**config.mk**
```make
export PLATFORM = sky130hd
export DESIGN_NAME = radix4_adder
export DESIGN_NICKNAME = d
export VERILOG_FILES = /design/src/rtl/radix4_pkg.sv /design/src/rtl/r4_group.sv /design/src/rtl/r4_cell.sv /design/src/rtl/r4_chain.sv /design/src/rtl/radix4_adder.sv
export SDC_FILE = /design/constraint.sdc
export NUM_CORES = 1
export LEC_CHECK = 0
export BUFFER_PORTS_ARGS = -buffer_cell sky130_fd_sc_hd__buf_2
export CAP_MARGIN = 40
export CORE_MARGIN = 1.5
export CORE_UTILIZATION = 35
export DETAILED_ROUTE_END_ITERATION = 6
export GPL_ROUTABILITY_DRIVEN = 1
export PLACE_DENSITY_LB_ADDON = 0.15
export RECOVER_POWER = 100
export SYNTH_ARGS = -nofsm -noshare
export SYNTH_HDL_FRONTEND = slang
export SYNTH_SLANG_ARGS = --single-unit
```
**constraint.sdc**
```tcl
create_clock -name clk -period 3.1 [get_ports clk]
set_clock_uncertainty 0.1 [all_clocks]
set_input_delay 0.31 -clock clk [delete_from_list [all_inputs] [get_ports clk]]
set_output_delay 0.31 -clock clk [all_outputs]
set_load 0.05 [all_outputs]
```
**src/rtl/radix4_pkg.sv**
```systemverilog
package radix4_pkg;
  // pair-level lookahead terms computed from operands only
  typedef struct packed {
    logic gen;   // pair carries out on its own
    logic nkill; // pair passes an incoming carry
  } grp_t;
endpackage

```
**src/rtl/r4_group.sv**
```systemverilog
module r4_group
  import radix4_pkg::*;
(
  input  logic [1:0] x,
  input  logic [1:0] y,
  output grp_t       grp
);
  logic any_hi, any_lo, both_hi, both_lo;

  always_comb begin
    any_hi    = x[1] | y[1];
    any_lo    = x[0] | y[0];
    both_hi   = x[1] & y[1];
    both_lo   = x[0] & y[0];
    grp.gen   = both_hi | (any_hi & both_lo);
    grp.nkill = any_hi & any_lo;
  end
endmodule

```
**src/rtl/r4_cell.sv**
```systemverilog
module r4_cell
  import radix4_pkg::*;
(
  input  logic [1:0] x,
  input  logic [1:0] y,
  input  logic       ci,
  output logic [1:0] s,
  output logic       co,
  output grp_t       grp
);
  logic mid_c;

  r4_group u_grp (
    .x   (x),
    .y   (y),
    .grp (grp)
  );

  always_comb begin
    // carry into the upper position
    mid_c = ((x[0] | y[0]) & ci) | (x[0] & y[0]);
    // single AND-OR stage on the ripple path
    co    = (ci & grp.nkill) | grp.gen;
    // majority-complement sums
    s[0]  = (~mid_c & (x[0] | y[0] | ci)) | (x[0] & y[0] & ci);
    s[1]  = (~co & (x[1] | y[1] | mid_c)) | (x[1] & y[1] & mid_c);
  end
endmodule

```
**src/rtl/r4_chain.sv**
```systemverilog
module r4_chain
  import radix4_pkg::*;
#(
  parameter int CELLS = 16,
  localparam int W = 2 * CELLS
) (
  input  logic [W-1:0]     a,
  input  logic [W-1:0]     b,
  input  logic             cin,
  output logic [W-1:0]     s,
  output logic [CELLS:0]   carry,
  output grp_t [CELLS-1:0] grp
);
  assign carry[0] = cin;

  for (genvar i = 0; i < CELLS; i++) begin : g_cell
    r4_cell u_cell (
      .x   (a[2*i+1 -: 2]),
      .y   (b[2*i+1 -: 2]),
      .ci  (carry[i]),
      .s   (s[2*i+1 -: 2]),
      .co  (carry[i+1]),
      .grp (grp[i])
    );
  end
endmodule

```
**src/rtl/radix4_adder.sv**
```systemverilog
module radix4_adder
  import radix4_pkg::*;
#(
  parameter int CELLS = 16,
  localparam int W = 2 * CELLS
) (
  input  logic         clk,
  input  logic         rst,
  input  logic [W-1:0] a,
  input  logic [W-1:0] b,
  input  logic         cin,
  output logic [W-1:0] sum,
  output logic         cout
);
  logic [W-1:0]     s_comb;
  logic [CELLS:0]   carry;
  grp_t [CELLS-1:0] grp;

  r4_chain #(.CELLS(CELLS)) u_chain (
    .a     (a),
    .b     (b),
    .cin   (cin),
    .s     (s_comb),
    .carry (carry),
    .grp   (grp)
  );

  always_ff @(posedge clk) begin
    if (rst) begin
      sum  <= '0;
      cout <= 1'b0;
    end else begin
      sum  <= s_comb;
      cout <= carry[CELLS];
    end
  end


  result_match_chk: assert property (@(posedge clk) disable iff (rst)
    !$past(rst) |-> ({cout, sum} == ($past({1'b0, a}) + $past({1'b0, b}) + {{W{1'b0}}, $past(cin)})));


  reset_clear_chk: assert property (@(posedge clk)
    rst |=> (sum == '0 && !cout));

  for (genvar i = 0; i < CELLS; i++) begin : g_chk
    localparam int LW = 2 * i + 2;
    logic [LW:0] low_ref;
    logic [2:0]  pair_sum;
    assign low_ref  = {1'b0, a[LW-1:0]} + {1'b0, b[LW-1:0]} + {{LW{1'b0}}, cin};
    assign pair_sum = {1'b0, a[2*i+1 -: 2]} + {1'b0, b[2*i+1 -: 2]};


    low_slice_chk: assert property (@(posedge clk) disable iff (rst)
      {carry[i+1], s_comb[LW-1:0]} == low_ref);

    group_gen_chk: assert property (@(posedge clk) disable iff (rst)
      grp[i].gen == (pair_sum >= 3'd4));

    group_nkill_chk: assert property (@(posedge clk) disable iff (rst)
      grp[i].nkill == ((a[2*i+1] | b[2*i+1]) & (a[2*i] | b[2*i])));

    gen_forces_chk: assert property (@(posedge clk) disable iff (rst)
      grp[i].gen |-> carry[i+1]);

    killed_chk: assert property (@(posedge clk) disable iff (rst)
      !grp[i].nkill |-> (carry[i+1] == grp[i].gen));

    pass_chk: assert property (@(posedge clk) disable iff (rst)
      (grp[i].nkill && !grp[i].gen) |-> (carry[i+1] == carry[i]));
  end
endmodule

```
==> results.txt, run 1 <==
The tightest min-delay check is of the input pin to register type. At the placement stage, the worst setup path has a slack of -311.2 ps. The post-synthesis sequential area ratio came out at 29.50%. Setup violations remaining at the end of the flow were counted as 0.

The max-slew headroom at the worst pin came out at 52.42%. The count of flip-flops with a built-in enable after synthesis is 0. Once the floorplan was initialized, standard cells occupied about 37% of the core. At the end of routability-driven placement, the weighted congestion stood at ~0.84.

The maximum fanout along the worst path came out at 4. The count of unique library cells instantiated by Yosys came out at 46. Clock tree synthesis selected as its root buffer the cell sky130_fd_sc_hd__clkbuf_8. The total global routing overflow is 0. The number of warnings issued by yosys came out at 0. The number of antenna violations at the first check in global routing came to 0. The average instance in the mapped netlist occupies 8.548 µm². Buffers placed on the I/O ports in this run total 99.

After layout, the worst setup slack is 168.6 ps. The number of ports placed on the die boundary came out at 100. In the routed layout, each cell is associated on average with a via count of approximately 5.0.

In the post-synthesis netlist, the biggest area contributors are sky130_fd_sc_hd__dfxtp_1 29%, sky130_fd_sc_hd__fa_1 14%, sky130_fd_sc_hd__a21oi_1 6.0%. The area used by multi-input combinational logic is 1582 µm². The final net count is 486.

The first global-routing pass estimated 9.591 mm of wire. The number of nets in the synthesized netlist came out at 345. The netlist area before placement is ~2200 µm². The largest total area in the synthesized netlist belongs to sky130_fd_sc_hd__dfxtp_1.

Counting every sink on the clock net gives 33. The core region area is 6061 µm². The global-route usage over all layers is 16.64%. sky130_fd_sc_hd__dfxtp_1 is the most common cell in the netlist.

The residual antenna-violating net count after detailed routing is 0. Sorting the synthesized cells by how often they occur yields 33 x sky130_fd_sc_hd__dfxtp_1, 27 x sky130_fd_sc_hd__a21oi_1, 25 x sky130_fd_sc_hd__nand2_1, 25 x sky130_fd_sc_hd__nor2_1. The worst setup path is launched from an input pin. The CTS tree is yes.

The first detailed-routing pass ran for 4 iterations. The critical path is of the input pin to register type. The sum of net half-perimeters after detailed placement is approximately 4.5 mm. Across the run, the number of max-cap violations was 0. The number of max-slew violations in the final report is 0.

The y dimension of the die came out at 83.00 µm. STA classifies the critical path endpoint as a register. The clock buffer count from CTS is 5.

The utilization after layout came out at 53.01%. The layout filler cell count came out at between 600 and 700. The horizontal die dimension came out at just over 80 µm.

The first-iteration detailed-routing DRC count came out at 78. The number of cell rows is 28. VDD sags by at most 0.2128 mV. The number of global-route vias before repair is 2274. The floorplan step defined a die boundary enclosing slightly below 7000 µm². The clock transition at the registers of the reported paths came out at 70 ps. After detailed routing, the number of remaining DRC violations is 0.

The pin count of the biggest net entering global routing came out at 38. The power density normalized to cell area came out at 456.2 nW/µm². The cell count after synthesis came out at 262.

In this run the deepest clock path goes through 2 buffers. The register cell area after layout came out at roughly 660 µm². The post-route setup TNS is 0 ps. The count of H-tree levels built during CTS came out at 2. The total wire length after detailed routing is 5.616 mm. Summed over all cells, the static leakage comes to approximately 1.4 nW. The share of flip-flops with an asynchronous set or reset after synthesis came out at 0%. The antenna diode count is 0. The final routed wire length divided by cell count came out at between 10 and 15 µm.

After synthesis the netlist holds a flip-flop and latch count of 33. Among all flip-flop cells after synthesis, the most frequent one is sky130_fd_sc_hd__dfxtp_1. The number of hold-repair buffers added at the cts stage is 0. The data required time at the worst endpoint came out at 3150 ps.

The upper clock frequency limit came out at 341.1 MHz. The share of layout cells above drive strength 1 is 32.01%. The final critical delay including setup and external delays came out at about 3000 ps. Summed over its instances, the top area cell type makes up 29.50% of the synthesized netlist area. The overall via count from detail_route is roughly 2.4k. For the pin with the worst max-slew slack, the measured transition is 713.6 ps. For the worst setup path, the data arrival time is 2980 ps. The flow ran to the end, and the final reports show no timing, DRC or antenna violations. The final hold violation count was 0. The share of the cycle needed by the critical path after routing came out at between 90% and 100%.

The area added between synthesis and finish came out at 43.46%. Setup repair after global routing left no endpoint under its margin.
[layout by cell type, fill, tap and decap left out, types with 2 or more instances in the layout]
cell type and count:
sky130_fd_sc_hd__o21ai_1 5, sky130_fd_sc_hd__nor3_1 5, sky130_fd_sc_hd__maj3_1 7, sky130_fd_sc_hd__a2111o_1 2
sky130_fd_sc_hd__nor2b_1 16, sky130_fd_sc_hd__clkbuf_1 36, sky130_fd_sc_hd__a31oi_1 9, sky130_fd_sc_hd__xnor2_1 3
sky130_fd_sc_hd__a211oi_1 3, sky130_fd_sc_hd__a21oi_1 25, sky130_fd_sc_hd__a21oi_2 2, sky130_fd_sc_hd__o22a_1 4
sky130_fd_sc_hd__nor2_1 25, sky130_fd_sc_hd__a22oi_1 2, sky130_fd_sc_hd__o22ai_1 4, sky130_fd_sc_hd__or2_2 3
sky130_fd_sc_hd__nand2_1 24, sky130_fd_sc_hd__nand3_1 2, sky130_fd_sc_hd__buf_2 65, sky130_fd_sc_hd__maj3_2 2
sky130_fd_sc_hd__and2_1 7, sky130_fd_sc_hd__fa_1 15, sky130_fd_sc_hd__nor4_1 3, sky130_fd_sc_hd__clkbuf_4 5
sky130_fd_sc_hd__o21ai_0 11, sky130_fd_sc_hd__a2bb2oi_1 2, sky130_fd_sc_hd__a21o_1 2, sky130_fd_sc_hd__o211ai_1 3
sky130_fd_sc_hd__dfxtp_1 33, sky130_fd_sc_hd__inv_1 13, sky130_fd_sc_hd__clkbuf_8 6, sky130_fd_sc_hd__buf_4 33
[kinds of logic after synthesis]
| family | synth area share [%] |
|---|---|
| AO/OA/AOI/OAI | 27.54 |
| adder cells (fa/ha/maj) | 18.32 |
| buffers and inverters | 3.017 |
| flip-flops | 29.50 |
| XOR/XNOR | 1.565 |
| AND/OR/NAND/NOR | 20.06 |
[registers in the layout, summed over array words and instances, names as in the netlist]
| name | flops |
|---|---|
| cout | 1 |
| sum | 32 |
[per-stage QoR]
step                cell area, µm²  hold WS, ps  total power, mW  cells
floorplan                     2258        346.0           0.9214    262
detailed placement            3099        484.5            1.148    468
global route                  3213        198.7            1.576    478
finish                        3213        192.7            1.466    478
CTS                           3213        182.0            1.497    476
global placement              3099        490.4            1.139    468
[what timing repair did]
item | 4_1_cts | 5_1_grt
endpoints found under the setup margin | 1 | 5
resized for setup | 3 | 9
buffers inserted | 1 | 2
cloned | 0 | 0
pin swaps | 2 | 4
[layout make-up]
| cell class | count | share of cell area, % |
|---|---|---|
| Tap cell | 75 | 2.921 |
| Multi-Input combinational cell | 212 | 49.22 |
| Timing Repair Buffer | 138 | 23.09 |
| Inverter | 13 | 1.519 |
| Clock buffer | 7 | 2.687 |
| Sequential cell | 33 | 20.56 |
[worst paths after layout]
| path | from | endpoint | slack (ps) | cells after the start |
|---|---|---|---|---|
| worst max-delay path | b[6] | sum[30] | 170 | 14 |
| worst min-delay path | b[23] | sum[23] | 190 | 3 |
[worst max-delay path, cell delays in order]
cell                       delay, ps
sky130_fd_sc_hd__buf_2           160
sky130_fd_sc_hd__o22ai_2         110
sky130_fd_sc_hd__clkbuf_4        140
sky130_fd_sc_hd__or3_1           420
sky130_fd_sc_hd__o211ai_4        220
sky130_fd_sc_hd__clkbuf_4        170
sky130_fd_sc_hd__buf_4           100
sky130_fd_sc_hd__a21oi_1          60
sky130_fd_sc_hd__clkbuf_4        150
sky130_fd_sc_hd__a211oi_2        360
sky130_fd_sc_hd__o211ai_2        140
sky130_fd_sc_hd__nand2_1         100
sky130_fd_sc_hd__fa_1            400
sky130_fd_sc_hd__nor2b_1         130
[layer usage]
layer | part of all wire [%] | GRT usage (%)
met5 | 0 | 0
met2 | 48 | 29.19
met3 | 5.4 | 3.976
met1 | 46 | 20.06
met4 | 1.5 | 5.152
[report_power, final]
| group | total [mW] | switching, mW | leakage, nW | internal [mW] |
|---|---|---|---|---|
| clock | 0.331 | 0.155 | 0.0443 | 0.176 |
| combinational | 0.640 | 0.418 | 1.08 | 0.222 |
| sequential | 0.494 | 0.0144 | 0.275 | 0.480 |
| total | 1.47 | 0.588 | 1.40 | 0.878 |
No activity file was read; power rests on OpenSTA's default activity.
==> inputs of run 2 (changes only) <==
- PLACE_DENSITY_LB_ADDON: 0.15 -> default
- clock period: 3.1 -> 3.6 ns (I/O delays scaled with it)
==> run 2 against run 1 <==
  * Final cell count fell by 7.1%
  * Sequential power fell by 14%
  * Power fell by 12%
  * Count of clock-buffer cells in the layout did not move
  * Sequential cell count did not move
  * Die area did not move
  * Global-route usage fell by 0.55 points
  * Setup slack improved by 140 ps
  * Non-clock buffer count fell by 35
  * Largest cell class unchanged
  * Largest power group unchanged
==> results.txt, run 2 (same netlist as run 1, synthesis figures left out) <==
Run status: finished clean (unchanged). The initial cell density of the core came out at 36.95% (unchanged). The type of the worst setup path was input pin to register (unchanged). The number of placed instances with taps included came out at 436 (was 468).

The horizontal die dimension is 83.00 µm (unchanged). The share of layout cells above drive strength 1 came out at 21.68% (was 32.01%). The max-slew headroom at the worst pin came out at 52.72% (was 52.42%). The pin count of the biggest net entering global routing was 38 (unchanged).

The count of unresolved DRC violations after routing is 0 (unchanged). The number of ports placed on the die boundary is 100 (unchanged). The worst setup slack after layout came out at 313.2 ps (was 168.6 ps). The critical path's top delay family is adder cells (was compound AO/OA/AOI/OAI gates). The final hold violation count came out at 0 (unchanged). The number of cell rows is 28 (unchanged).

The data required time at the worst endpoint came out at 3650 ps (was 3150 ps). The flip-flop count of the largest register after layout is 32 (unchanged). The floorplan die area came to 6888 µm² (unchanged). Highest-count cells in the layout ignoring fill and taps: 63 x sky130_fd_sc_hd__buf_2, 39 x sky130_fd_sc_hd__clkbuf_1, 33 x sky130_fd_sc_hd__dfxtp_1 (was 65 x sky130_fd_sc_hd__buf_2, 36 x sky130_fd_sc_hd__clkbuf_1, 33 x sky130_fd_sc_hd__dfxtp_1, 33 x sky130_fd_sc_hd__buf_4). The residual antenna-violating net count after detailed routing came out at 0 (unchanged).

The area used by multi-input combinational logic is 1495 µm² (was 1582 µm²). The wire length of the first global-routing pass is 9.108 mm (was 9.591 mm). Setup repair after global routing missed its margin: no (unchanged). The clock buffer count from CTS is 5 (unchanged). The number of max-slew violations in the final report came to 0 (unchanged). The total wire length after detailed routing is 5.476 mm (was 5.616 mm). The area added between synthesis and finish was 28.83% (was 43.46%). The clock transition at the registers of the reported paths is 70 ps (about the same). The post-cts gate resize count came out at 0 (was 3). The global-route usage over all layers was 16.09% (was 16.64%). The TritonCTS sink count came out at 33 (unchanged).

The static leakage is 1.225 nW (was 1.402 nW). The cell with the biggest individual delay on the critical path is sky130_fd_sc_hd__maj3_1 (was sky130_fd_sc_hd__or3_1). The post-CTS setup buffer count came out at 0 (was 1). The destination of the critical timing path is sum[19] (was sum[30]). The peak-usage layer in the global routing report was met2 (unchanged). The met1 usage is 20.05% (was 20.06%). The first-iteration detailed-routing DRC count is 52 (was 78). The final routed wire length divided by cell count is 12.33 µm (was 11.75 µm). The number of global-route vias before repair was 2113 (was 2274). The most flop-heavy register is sum (unchanged). The maximum ir drop on the vdd rail was 0.2351 mV (was 0.2128 mV).

The upper clock frequency limit is about 300 MHz. The CTS tree is yes (unchanged). The worst path uses 91.30% of the clock period. The y dimension of the die came out at 83.00 µm (unchanged). The post-route setup TNS was 0 ps (unchanged). The number of standard cells in the final layout excluding fillers came out at 444 (was 478).

The register cell area after layout came to 660.6 µm² (unchanged). The pin slew with the least headroom to its limit was 709.3 ps (was 713.6 ps). The overall via count from detail_route is 2252 (was 2376).

The smallest hold slack came out at 243.7 ps (was 192.7 ps). The count of endpoints failing setup in the final report came to 0 (unchanged). Registers with the most flip-flops: sum x32, cout x1 (unchanged). The antenna diode count came out at 0 (unchanged). The count of H-tree levels built during CTS came to 2 (unchanged). The core region area is 6061 µm² (unchanged).

The commonest non-fill, non-tap cell in the layout is sky130_fd_sc_hd__buf_2 (unchanged). The delay of the slowest cell on the worst path is 390 ps (was 420 ps). The number of antenna violations at the first check in global routing came out at 0 (unchanged). The buffer type at the clock tree root was sky130_fd_sc_hd__clkbuf_8 (unchanged).

The average vias per placed instance was 5.072 (was 4.971). The number of detailed-route iterations in the first pass came out at 4 (unchanged). The number of port buffers came out at 99 (unchanged). The layout filler cell count is 668 (was 615). The worst path buffer plus inverter count came out at 1 (was 5). The deepest clock path buffer count is 2 (unchanged).

The final critical delay including setup and external delays came out at 3287 ps. The final net count is 451 (was 486). The weighted congestion reported at the end of routability-driven placement came out at 0.8655 (was 0.8350).

The met2 usage in global routing is 27.12% (was 29.19%). Sequence of cells on the critical path: clkbuf_1, o22ai_1, nor4_1, nor3_2, o211ai_4, a31oi_1, nor2_1, maj3_1, maj3_1, maj3_1, fa_1, nand2_1, nand2_1, nand2_1, a21oi_1 (was buf_2, o22ai_2, clkbuf_4, or3_1, o211ai_4, clkbuf_4, buf_4, a21oi_1, clkbuf_4, a211oi_2, o211ai_2, nand2_1, fa_1, nor2b_1). The met3 track demand over resource in global routing is 4.274% (was 3.976%). The critical path depth came out at 15 (was 14). The power density normalized to cell area is 447.2 nW/µm² (was 456.2 nW/µm²). The maximum fanout along the worst path is 4 (unchanged).

The number of hold-repair buffers added at the cts stage came out at 0 (unchanged). The total global routing overflow came to 0 (unchanged). The setup slack after placement was 6.332 ps (was -311.2 ps). The launching instance or port of the critical path was b[9] (was b[6]). The type of the worst min-delay path was input pin to register (unchanged).

The data arrival at the endpoint of the critical path is 3330 ps (was 2980 ps). The kind of launch point of the worst setup path is an input pin (unchanged). The nature of the critical path endpoint is a register (unchanged). The max-capacitance violation count came out at 0 (unchanged). The sum of net half-perimeters after detailed placement is 4.350 mm (was 4.531 mm).
[run 2: worst min-delay path by stage]
stage	cells after the start	slack (ps)	from	to
after global routing	3	250	b[23]	sum[23]
after detailed placement	3	540	b[27]	sum[27]
after CTS	3	230	b[27]	sum[27]
final	3	240	b[23]	sum[23]
after floorplan	2	400	b[19]	sum[19]
after global placement	3	540	b[27]	sum[27]
[run 2: power breakdown]
group / total, mW / internal [mW] / leakage [nW] / switching [mW]
sequential: 0.424 / 0.413 / 0.275 / 0.0112
clock: 0.370 / 0.226 / 0.0585 / 0.144
combinational: 0.496 / 0.149 / 0.891 / 0.347
[run 2: metrics by stage]
step | util (%) | total power, mW | instance area [µm²]
final | 47.61 | 1.290 | 2885
after global routing | 47.61 | 1.378 | 2885
after CTS | 48.78 | 1.329 | 2957
after detailed placement | 46.86 | 0.9511 | 2840
after global placement | 46.86 | 0.9461 | 2840
after floorplan | - | 0.7921 | 2240
[run 2: tightest hold or removal path, stage by stage]
cell,delay (ps)
sky130_fd_sc_hd__buf_2,120
sky130_fd_sc_hd__nand2_1,60
sky130_fd_sc_hd__a21oi_1,50
[run 2: cell type report]
cell class | count | area share (%)
clock buffer | 7 | 2.992
clock inverter | 1 | 1.041
inverter | 13 | 1.691
multi-input combinational | 212 | 51.82
sequential | 33 | 22.90
tap | 75 | 3.252
timing repair buffer | 103 | 16.31
[run 2: layer usage]
layer	vias to the layer above	share of wire, %
met2	65	46
met3	6	4.9
li1	1159	-
met4	0	1.4
met1	1022	47
met5	-	0
==> inputs of run 3 (changes only) <==
- CTS_BUF_LIST: default -> sky130_fd_sc_hd__clkbuf_8
==> run 3 against run 2 <==
  * Critical endpoint unchanged
  * Critical path type unchanged
  * Critical path depth is the same
  * Count of clock-buffer cells in the layout fell by 1
  * Final cell count is the same
  * Sequential cell count stayed put
  * Clock power hardly changed
==> results.txt, run 3 (same netlist as run 1, synthesis figures left out) <==
The overall via count from detail_route came out at 2252 (unchanged). The TritonCTS sink count is 33 (unchanged). The launch instance of the worst min-delay path is b[23] (unchanged).

The buffer type at the clock tree root is sky130_fd_sc_hd__clkbuf_8 (unchanged). The smallest hold slack is 243.6 ps (was 243.7 ps). The final routed wire length divided by cell count came to 12.33 µm (unchanged).

The worst setup slack after layout is 313.4 ps (was 313.2 ps). The final critical delay including setup and external delays was 3287 ps (about the same). The initial cell density of the core is 36.95% (unchanged). The commonest non-fill, non-tap cell in the layout is sky130_fd_sc_hd__buf_2 (unchanged). The number of ports placed on the die boundary came to 100 (unchanged). Highest-count cells in the layout ignoring fill and taps: 63 x sky130_fd_sc_hd__buf_2, 38 x sky130_fd_sc_hd__clkbuf_1, 33 x sky130_fd_sc_hd__dfxtp_1 (was 63 x sky130_fd_sc_hd__buf_2, 39 x sky130_fd_sc_hd__clkbuf_1, 33 x sky130_fd_sc_hd__dfxtp_1). The most flop-heavy register is sum (unchanged). The antenna diode count is 0 (unchanged). The number of antenna violations at the first check in global routing came out at 0 (unchanged). The pin count of the biggest net entering global routing came out at 38 (unchanged).

The kind of launch point of the worst setup path was an input pin (unchanged). The type of the worst setup path is input pin to register (unchanged). The data required time at the worst endpoint came out at 3650 ps (about the same).

The worst-case hold path end point is sum[23] (unchanged). The core region area is 6061 µm² (unchanged). The first-iteration detailed-routing DRC count is 52 (unchanged). The flip-flop count of the largest register after layout came out at 32 (unchanged). The nature of the critical path endpoint is a register (unchanged). The number of detailed-route iterations in the first pass is 4 (unchanged). The y dimension of the die came out at 83.00 µm (unchanged). The number of global-route vias before repair came out at 2113 (unchanged). Run status: finished clean (unchanged). The setup slack after placement came out at 6.332 ps (unchanged). The count of H-tree levels built during CTS came out at 2 (unchanged). The share of the cycle needed by the critical path after routing came to 91.30% (about the same).

The power density normalized to cell area is 446.3 nW/µm² (was 447.2 nW/µm²). The total global routing overflow is 0 (unchanged). The wire length of the first global-routing pass is 9.108 mm (unchanged). The floorplan die area is 6888 µm² (unchanged). The upper clock frequency limit came out at 304.3 MHz (about the same). The final net count came out at 451 (unchanged). The final hold violation count is 0 (unchanged). The share of layout cells above drive strength 1 is 21.68% (unchanged).

The clock buffer count from CTS is 5 (unchanged). The maximum fanout along the worst path came to 4 (unchanged). The type of the worst min-delay path was input pin to register (unchanged). Registers with the most flip-flops: sum x32, cout x1 (unchanged). The number of cell rows was 28 (unchanged). The number of standard cells in the final layout excluding fillers came to 444 (unchanged). The count of endpoints failing setup in the final report came out at 0 (unchanged). The average vias per placed instance came out at 5.072 (unchanged). The CTS tree is yes (unchanged). The post-cts gate resize count is 0 (unchanged). The pin slew with the least headroom to its limit is 708.2 ps (was 709.3 ps).

The number of port buffers came out at 99 (unchanged). The total chip power was 1.288 mW (was 1.290 mW). The number of hold-repair buffers added at the cts stage is 0 (unchanged). The clock transition at the registers of the reported paths came to 70 ps (about the same).

The post-route setup TNS came out at 0 ps (unchanged). The max-slew headroom at the worst pin came out at 52.79% (was 52.72%). The number of max-slew violations in the final report came to 0 (unchanged).

The number of placed instances with taps included is 436 (unchanged). The area added between synthesis and finish is 28.83% (unchanged). The sum of net half-perimeters after detailed placement came out at 4.350 mm (unchanged). The maximum ir drop on the vdd rail is 0.2351 mV (unchanged).

The static leakage is 1.229 nW (was 1.225 nW). The global-route usage over all layers came to 16.09% (unchanged). The max-capacitance violation count came out at 0 (unchanged). The count of unresolved DRC violations after routing came out at 0 (unchanged). The post-CTS setup buffer count came out at 0 (unchanged). The horizontal die dimension came out at 83.00 µm (unchanged). The cell count of the worst hold path came out at 3 (unchanged). The total wire length after detailed routing came out at 5.476 mm (unchanged). The residual antenna-violating net count after detailed routing came to 0 (unchanged). The data arrival at the endpoint of the critical path is 3330 ps (about the same). The weighted congestion reported at the end of routability-driven placement came out at 0.8655 (unchanged). The deepest clock path buffer count was 2 (unchanged). Setup repair after global routing missed its margin: no (unchanged).
[run 3: changes by cell type in the layout (fill, tap and decap cells not counted)]
cell,delta
sky130_fd_sc_hd__inv_1,+1
sky130_fd_sc_hd__clkbuf_1,-1
[run 3: metal layers]
metal / track usage [%] / share of wire [%] / vias up / wire length [µm]
li1: - / - / 1159 / -
met1: 20.05 / 47 / 1022 / 2597
met2: 27.12 / 46 / 65 / 2533
met3: 4.274 / 4.9 / 6 / 266
met4: 5.000 / 1.4 / 0 / 78
met5: 0 / 0 / - / 0
[run 3: worst max path at each step]
stage | from | endpoint | slack, ps
floorplan | b[7] | sum[19] | 370
global placement | b[9] | sum[19] | 90
detailed placement | b[9] | sum[19] | 6
CTS | b[9] | sum[19] | 310
global route | b[9] | sum[19] | 30
finish | b[9] | sum[19] | 310
[run 3: critical path, stage by stage]
cell and delay [ps]:
sky130_fd_sc_hd__clkbuf_1 110, sky130_fd_sc_hd__o22ai_1 280, sky130_fd_sc_hd__nor4_1 110, sky130_fd_sc_hd__nor3_2 280, sky130_fd_sc_hd__o211ai_4 130, sky130_fd_sc_hd__a31oi_1 180
sky130_fd_sc_hd__nor2_1 80, sky130_fd_sc_hd__maj3_1 390, sky130_fd_sc_hd__maj3_1 390, sky130_fd_sc_hd__maj3_1 370, sky130_fd_sc_hd__fa_1 390, sky130_fd_sc_hd__nand2_1 90
sky130_fd_sc_hd__nand2_1 60, sky130_fd_sc_hd__nand2_1 60, sky130_fd_sc_hd__a21oi_1 50
[run 3: per-stage QoR]
stage | area [µm²] | util [%]
floorplan | 2240 | -
global placement | 2840 | 46.86
detailed placement | 2840 | 46.86
CTS | 2957 | 48.78
global route | 2885 | 47.61
finish | 2885 | 47.61
[run 3: report_power, final]
group          total (mW)  leakage (nW)  switching, mW  internal, mW
combinational       0.496         0.891          0.347         0.149
sequential          0.424         0.275         0.0112         0.413
clock               0.367        0.0626          0.144         0.223
total                1.29          1.23          0.503         0.785
[run 3: layout make-up]
class	instances	area, µm²
Inverter	13	48.80
Tap cell	75	93.84
Fill cell	668	3176
Clock buffer	6	82.58
Sequential cell	33	660.6
Timing Repair Buffer	103	470.5
Multi-Input combinational cell	212	1495
Clock inverter	2	33.78
